### config.mk
export PLATFORM = sky130hd
export DESIGN_NAME = uart_modem_link
export DESIGN_NICKNAME = d
export VERILOG_FILES = /design/src/rtl/uart_mctl_pkg.sv /design/src/rtl/mctl_reg.sv /design/src/rtl/mctl_serial_mux.sv /design/src/rtl/mctl_modem_mux.sv /design/src/rtl/uart_modem_link.sv
export SDC_FILE = /design/constraint.sdc
export NUM_CORES = 1
export LEC_CHECK = 0
export BUFFER_PORTS_ARGS = -buffer_cell sky130_fd_sc_hd__buf_2
export CAP_MARGIN = 40
export CELL_PAD_IN_SITES_DETAIL_PLACEMENT = 1
export CELL_PAD_IN_SITES_GLOBAL_PLACEMENT = 1
export CORE_MARGIN = 2
export CORE_UTILIZATION = 22
export CTS_CLUSTER_SIZE = 30
export DETAILED_ROUTE_END_ITERATION = 6
export HOLD_SLACK_MARGIN = 0.15
export PLACE_DENSITY_LB_ADDON = 0.3
export SYNTH_ARGS = -nofsm -noshare
export SYNTH_HDL_FRONTEND = slang
export SYNTH_SLANG_ARGS = --single-unit
export TNS_END_PERCENT = 50
### constraint.sdc
create_clock -name clk -period 1.25 [get_ports clk]
set_input_delay 0.125 -clock clk [delete_from_list [all_inputs] [get_ports clk]]
set_output_delay 0.125 -clock clk [all_outputs]
set_load 0.05 [all_outputs]
### src/rtl/uart_mctl_pkg.sv
package uart_mctl_pkg;

    // Bit positions of the control byte (software decodes these).
    localparam int B_DTR  = 0;
    localparam int B_RTS  = 1;
    localparam int B_OP1  = 2;
    localparam int B_IRQE = 3;
    localparam int B_LOOP = 4;
    localparam int B_IR   = 6;
    localparam int CTL_W  = 8;
    localparam logic [CTL_W-1:0] WR_MASK = 8'h5F;

    typedef struct packed {
        logic ir_en;
        logic loop_en;
        logic irq_en;
        logic op1;
        logic rts;
        logic dtr;
    } mctl_t;

    typedef struct packed {
        logic cts;
        logic dsr;
        logic cd;
        logic ri;
    } mstat_t;

    typedef enum logic [1:0] {
        PATH_STD  = 2'd0,
        PATH_IR   = 2'd1,
        PATH_LOOP = 2'd2
    } path_e;

    function automatic mctl_t byte_to_ctl(input logic [CTL_W-1:0] b);
        mctl_t c;
        c.ir_en   = b[B_IR];
        c.loop_en = b[B_LOOP];
        c.irq_en  = b[B_IRQE];
        c.op1     = b[B_OP1];
        c.rts     = b[B_RTS];
        c.dtr     = b[B_DTR];
        return c;
    endfunction

    function automatic logic [CTL_W-1:0] ctl_to_byte(input mctl_t c);
        logic [CTL_W-1:0] b;
        b          = '0;
        b[B_IR]    = c.ir_en;
        b[B_LOOP]  = c.loop_en;
        b[B_IRQE]  = c.irq_en;
        b[B_OP1]   = c.op1;
        b[B_RTS]   = c.rts;
        b[B_DTR]   = c.dtr;
        return b;
    endfunction

    function automatic path_e pick_path(input mctl_t c);
        if (c.loop_en)     return PATH_LOOP;
        else if (c.ir_en)  return PATH_IR;
        else               return PATH_STD;
    endfunction

endpackage

### src/rtl/mctl_reg.sv
module mctl_reg
    import uart_mctl_pkg::*;
#(
    parameter int DATA_W = 8
) (
    input  logic              clk,
    input  logic              rst,
    input  logic              wr_en,
    input  logic [DATA_W-1:0] wr_data,
    output mctl_t             ctl,
    output logic [DATA_W-1:0] rd_data
);
    mctl_t ctl_q;

    always_ff @(posedge clk) begin
        if (rst)
            ctl_q <= '0;
        else if (wr_en)
            ctl_q <= byte_to_ctl(wr_data[CTL_W-1:0] & WR_MASK);
    end

    assign ctl     = ctl_q;
    assign rd_data = DATA_W'(ctl_to_byte(ctl_q));
endmodule

### src/rtl/mctl_serial_mux.sv
module mctl_serial_mux
    import uart_mctl_pkg::*;
(
    input  mctl_t ctl,
    input  logic  core_tx,
    input  logic  pin_rx,
    input  logic  enc_pulse,
    input  logic  dec_rx,
    output logic  tx_pin,
    output logic  core_rx
);
    path_e path;
    assign path = pick_path(ctl);

    always_comb begin
        unique case (path)
            PATH_LOOP: begin
                core_rx = core_tx;
                tx_pin  = ~ctl.ir_en;          // idle level of the chosen routing
            end
            PATH_IR: begin
                core_rx = dec_rx;
                tx_pin  = enc_pulse & ~core_tx; // no light on a mark
            end
            default: begin
                core_rx = pin_rx;
                tx_pin  = core_tx;
            end
        endcase
    end
endmodule

### src/rtl/mctl_modem_mux.sv
module mctl_modem_mux
    import uart_mctl_pkg::*;
(
    input  mctl_t  ctl,
    input  mstat_t pins_n,
    output mstat_t stat,
    output logic   rts_n,
    output logic   dtr_n,
    output logic   irq_oe,
    output logic   op2_out
);
    mstat_t loop_stat;

    assign loop_stat.cts = ctl.rts;
    assign loop_stat.dsr = ctl.dtr;
    assign loop_stat.cd  = ctl.irq_en;
    assign loop_stat.ri  = ctl.op1;

    always_comb begin
        if (ctl.loop_en) begin
            stat  = loop_stat;
            rts_n = 1'b1;
            dtr_n = 1'b1;
        end else begin
            stat  = ~pins_n;
            rts_n = ~ctl.rts;
            dtr_n = ~ctl.dtr;
        end
    end

    assign irq_oe  = ctl.irq_en;
    assign op2_out = ~ctl.irq_en;
endmodule

### src/rtl/uart_modem_link.sv
module uart_modem_link
    import uart_mctl_pkg::*;
#(
    parameter int DATA_W = 8
) (
    input  logic              clk,
    input  logic              rst,
    input  logic              wr_en,
    input  logic [DATA_W-1:0] wr_data,
    output logic [DATA_W-1:0] rd_data,
    input  logic              core_tx,
    output logic              core_rx,
    input  logic              enc_pulse,
    input  logic              dec_rx,
    input  logic              pin_rx,
    output logic              tx_pin,
    input  logic              pin_cts_n,
    input  logic              pin_dsr_n,
    input  logic              pin_cd_n,
    input  logic              pin_ri_n,
    output logic              rts_n,
    output logic              dtr_n,
    output logic              op2_out,
    output logic              irq_oe,
    output logic              sts_cts,
    output logic              sts_dsr,
    output logic              sts_cd,
    output logic              sts_ri
);
    mctl_t  ctl;
    mstat_t pins_n;
    mstat_t stat;

    assign pins_n.cts = pin_cts_n;
    assign pins_n.dsr = pin_dsr_n;
    assign pins_n.cd  = pin_cd_n;
    assign pins_n.ri  = pin_ri_n;

    mctl_reg #(.DATA_W(DATA_W)) u_reg (
        .clk     (clk),
        .rst     (rst),
        .wr_en   (wr_en),
        .wr_data (wr_data),
        .ctl     (ctl),
        .rd_data (rd_data)
    );

    mctl_serial_mux u_ser (
        .ctl       (ctl),
        .core_tx   (core_tx),
        .pin_rx    (pin_rx),
        .enc_pulse (enc_pulse),
        .dec_rx    (dec_rx),
        .tx_pin    (tx_pin),
        .core_rx   (core_rx)
    );

    mctl_modem_mux u_mdm (
        .ctl     (ctl),
        .pins_n  (pins_n),
        .stat    (stat),
        .rts_n   (rts_n),
        .dtr_n   (dtr_n),
        .irq_oe  (irq_oe),
        .op2_out (op2_out)
    );

    assign sts_cts = stat.cts;
    assign sts_dsr = stat.dsr;
    assign sts_cd  = stat.cd;
    assign sts_ri  = stat.ri;
endmodule

==> summary.md <==
| Metric | Value |
|---|---|
| Vias in the first global route | around 400 |
| Worst VDD drop | slightly above 0.0005 V |
| Setup WS pre-CTS | around 73 ps |
| Clock sink count | 6 |
| H-tree levels | 1 |
| Register area share after synthesis | around a third |
| Total GRT Usage | 11.8% |
| Total grt overflow | 0 |
| Area Overhead vs Synth | 114% |
| Syn avg cell area | between 8 and 9 sq um |
| Worst Path Required | 1120 ps |
| Number of flip-flops under the largest register name | 6 |
| Drt total wl | approximately 1000 um |
| HP Class | in -> reg |
| P per Cell Area | about 1000 nW/um^2 |
| CP endpoint kind | output pin |
| Critical Path AT | roughly 1200 ps |
| Largest net degree at the start of global routing | 8 |
| Minimum clock period after layout | approximately 1300 ps |
| Row count | 14 |
| Flop and latch count out of synthesis | 6 |
| Hold Vio Cnt, Final | 0 |
| Ant. Diodes | 0 |
| Commonest non-fill, non-tap cells in the layout | buf_2 (23), mux2i_1 (7), dlygate4sd3_1 (7), buf_6 (7), nor2_1 (6) |
| Failing checks | negative setup slack |
| Wirelength per Cell | ~11 um |
| Critical path's slowest cell | dfxtp_4 |
| Status | complete, but fails checks |
| Final ANT Viol Nets | 0 |
| CTS root buffer | clkbuf_4 |
| Iteration-0 DRC Markers | 3 |
| Layout cell share with drive strength beyond 1 | around two thirds |
| Reg-to-reg startpoint | u_reg.ctl[4] |
| Max frequency | 769 MHz |
| CTS Buffer Depth | 2 |
| RSZ-0062 raised after global routing | yes |
| Worst Hold End | u_reg.ctl[3] |
| Cts bufs inserted | 3 |
| Crit-path cells | nor2_4 > mux2i_4 > buf_6 |
| Hold_sp | wr_en |
| Port bufs | 32 |
| Nets | 100 |
| Reg-to-reg setup timing slack | ~410 ps |
| Crit Reg-Reg Endpoint | u_reg.ctl[4] |
| Commonest non-fill, non-tap cell in the layout | buf_2 |
| Crit Path Class | reg -> out |
| Max stage delay on crit path | between 400 and 500 ps |
| Yosys cell types | 11 |
| Hpwl dp | around 730 um |
| Clock transition at path regs | 50 ps |
| Initial Util | between 20% and 30% |
| Post-route DRC | 0 |
| Reg2Reg Depth | 3 |
| Filler instances | about 180 |
| Area of the multi-input gates | approximately 270 sq um |
| Initial antenna violation count | 0 |
| Critical path fanouts, max | 7 |
| Die H | ~44 um |
| Most area-consuming cells after synthesis | dfxtp_1 (34%), mux2i_1 (34%), buf_4 (6.3%), buf_6 (6.3%), nor2_1 (6.3%) |
| Die area | ~2000 sq um |
| Core ar. | roughly 1500 sq um |
| Via density | 4.48 |
| Placer's final routability congestion estimate | approximately 0.6 |
| CTS tree | done |
| Static Leakage | between 0.3 and 0.4 nW |
| Area occupied by registers | 133 sq um |
| Startpoint types | flip-flop |
| Worst Hold Path Cells | 3 |
| Routed vias | between 400 and 500 |
| Die W | between 40 and 50 um |
| Final instance area | between 700 and 800 sq um |
| Endpoints failing setup | 7 |
| Fin crit share | 104% |
| Final Max Slew Viols | 0 |
| Maxcap violations | 0 |
| Synth warnings | 0 |
| First-pass GRT wire length | 1690 um |
| Post-synthesis cell count | 40 |
| Synth Cell Area | between 300 and 400 sq um |
| Area after DPL | around 580 sq um |
| Skew-Pair Late Insertion Delay | 240 ps |
| Final setup margin | -50.0 ps |
| Synth area leader | dfxtp_1 |
| DRT Pass-1 Iters | 3 |
| Top cell type's share of synthesized area | 33.6% |
| # IOs | 37 |
| Skew final | 0 ps |
==> cells in the mapped netlist, drive strengths merged <==
| library cell | instances |
|---|---|
| nand2b | 2 |
| buf | 5 |
| nand2 | 2 |
| dfxtp | 6 |
| o21ai | 1 |
| conb | 1 |
| inv | 4 |
| mux2i | 12 |
| nor2 | 7 |
==> power breakdown <==
part           switching [W]  internal, W  leakage, nW  total, W
clock network      0.0000630     0.000108       0.0138  0.000171
logic               0.000204     0.000140        0.291  0.000344
registers          0.0000249     0.000204       0.0523  0.000229
==> through the flow <==
stage	hold slack, ps	power, W	std cells	utilization, %	setup TNS [ps]
floorplan	188	0.000457	41	-	-83.4
global placement	356	0.000512	84	38.3	0
detailed placement	372	0.000514	84	38.3	0
CTS	284	0.000753	95	49.3	-295
global route	315	0.000779	95	50.2	-525
finish	281	0.000745	95	50.2	-144
==> critical path: cells and delay by family (launching register included) <==
family	cells	cell delay, ps
flops	1	410
mux	1	230
buf+inv	1	170
simple gates	1	130
==> metal layers <==
| metal | wire (um) | global-route usage (%) | vias to the layer above |
|---|---|---|---|
| met3 | 103 | 3.27 | 0 |
| met2 | 569 | 21.8 | 22 |
| met4 | 0 | 5.45 | 0 |
| li1 | - | - | 205 |
| met1 | 371 | 12.2 | 199 |
| met5 | 0 | 0 | - |
==> final cells by class <==
class / count / area share (%)
repair buffers: 40 / 39.4
flip-flops and latches: 6 / 17.3
multi-input cells: 26 / 35.3
inverters: 4 / 2.45
clock buffers: 3 / 2.94
well taps: 16 / 2.61
==> how the worst max path moves through the flow <==
stage / start / endpoint / slack, ps / depth (start not counted)
final: u_reg.ctl[4] / tx_pin / -50 / 3
after global routing: u_reg.ctl[4] / tx_pin / -100 / 3
after CTS: u_reg.ctl[4] / tx_pin / -70 / 3
after detailed placement: u_reg.ctl[4] / tx_pin / 70 / 3
after global placement: u_reg.ctl[4] / tx_pin / 80 / 3
after floorplan: u_reg.ctl[3] / sts_cd / -70 / 2
==> cells by family (layout without fill, tap and decap cells) <==
logic type	count (synthesis)	after routing	synth area share (%)
mux	12	12	33.6
simple gates	11	11	13.6
flops	6	6	33.6
buf+inv	9	47	16.8
compound gates	1	1	1.40
other cells	1	2	1.05
==> timing repair <==
| item | CTS | global route |
|---|---|---|
| gates resized for setup | 22 | 3 |
| endpoints found under the setup margin | 8 | 8 |
| endpoints found under the hold margin | 6 | 0 |
| pin swaps | 1 | 0 |
| hold buffers | 7 | 0 |
| setup buffers | 1 | 0 |
Note: power is estimated with default switching activity, not from simulation.
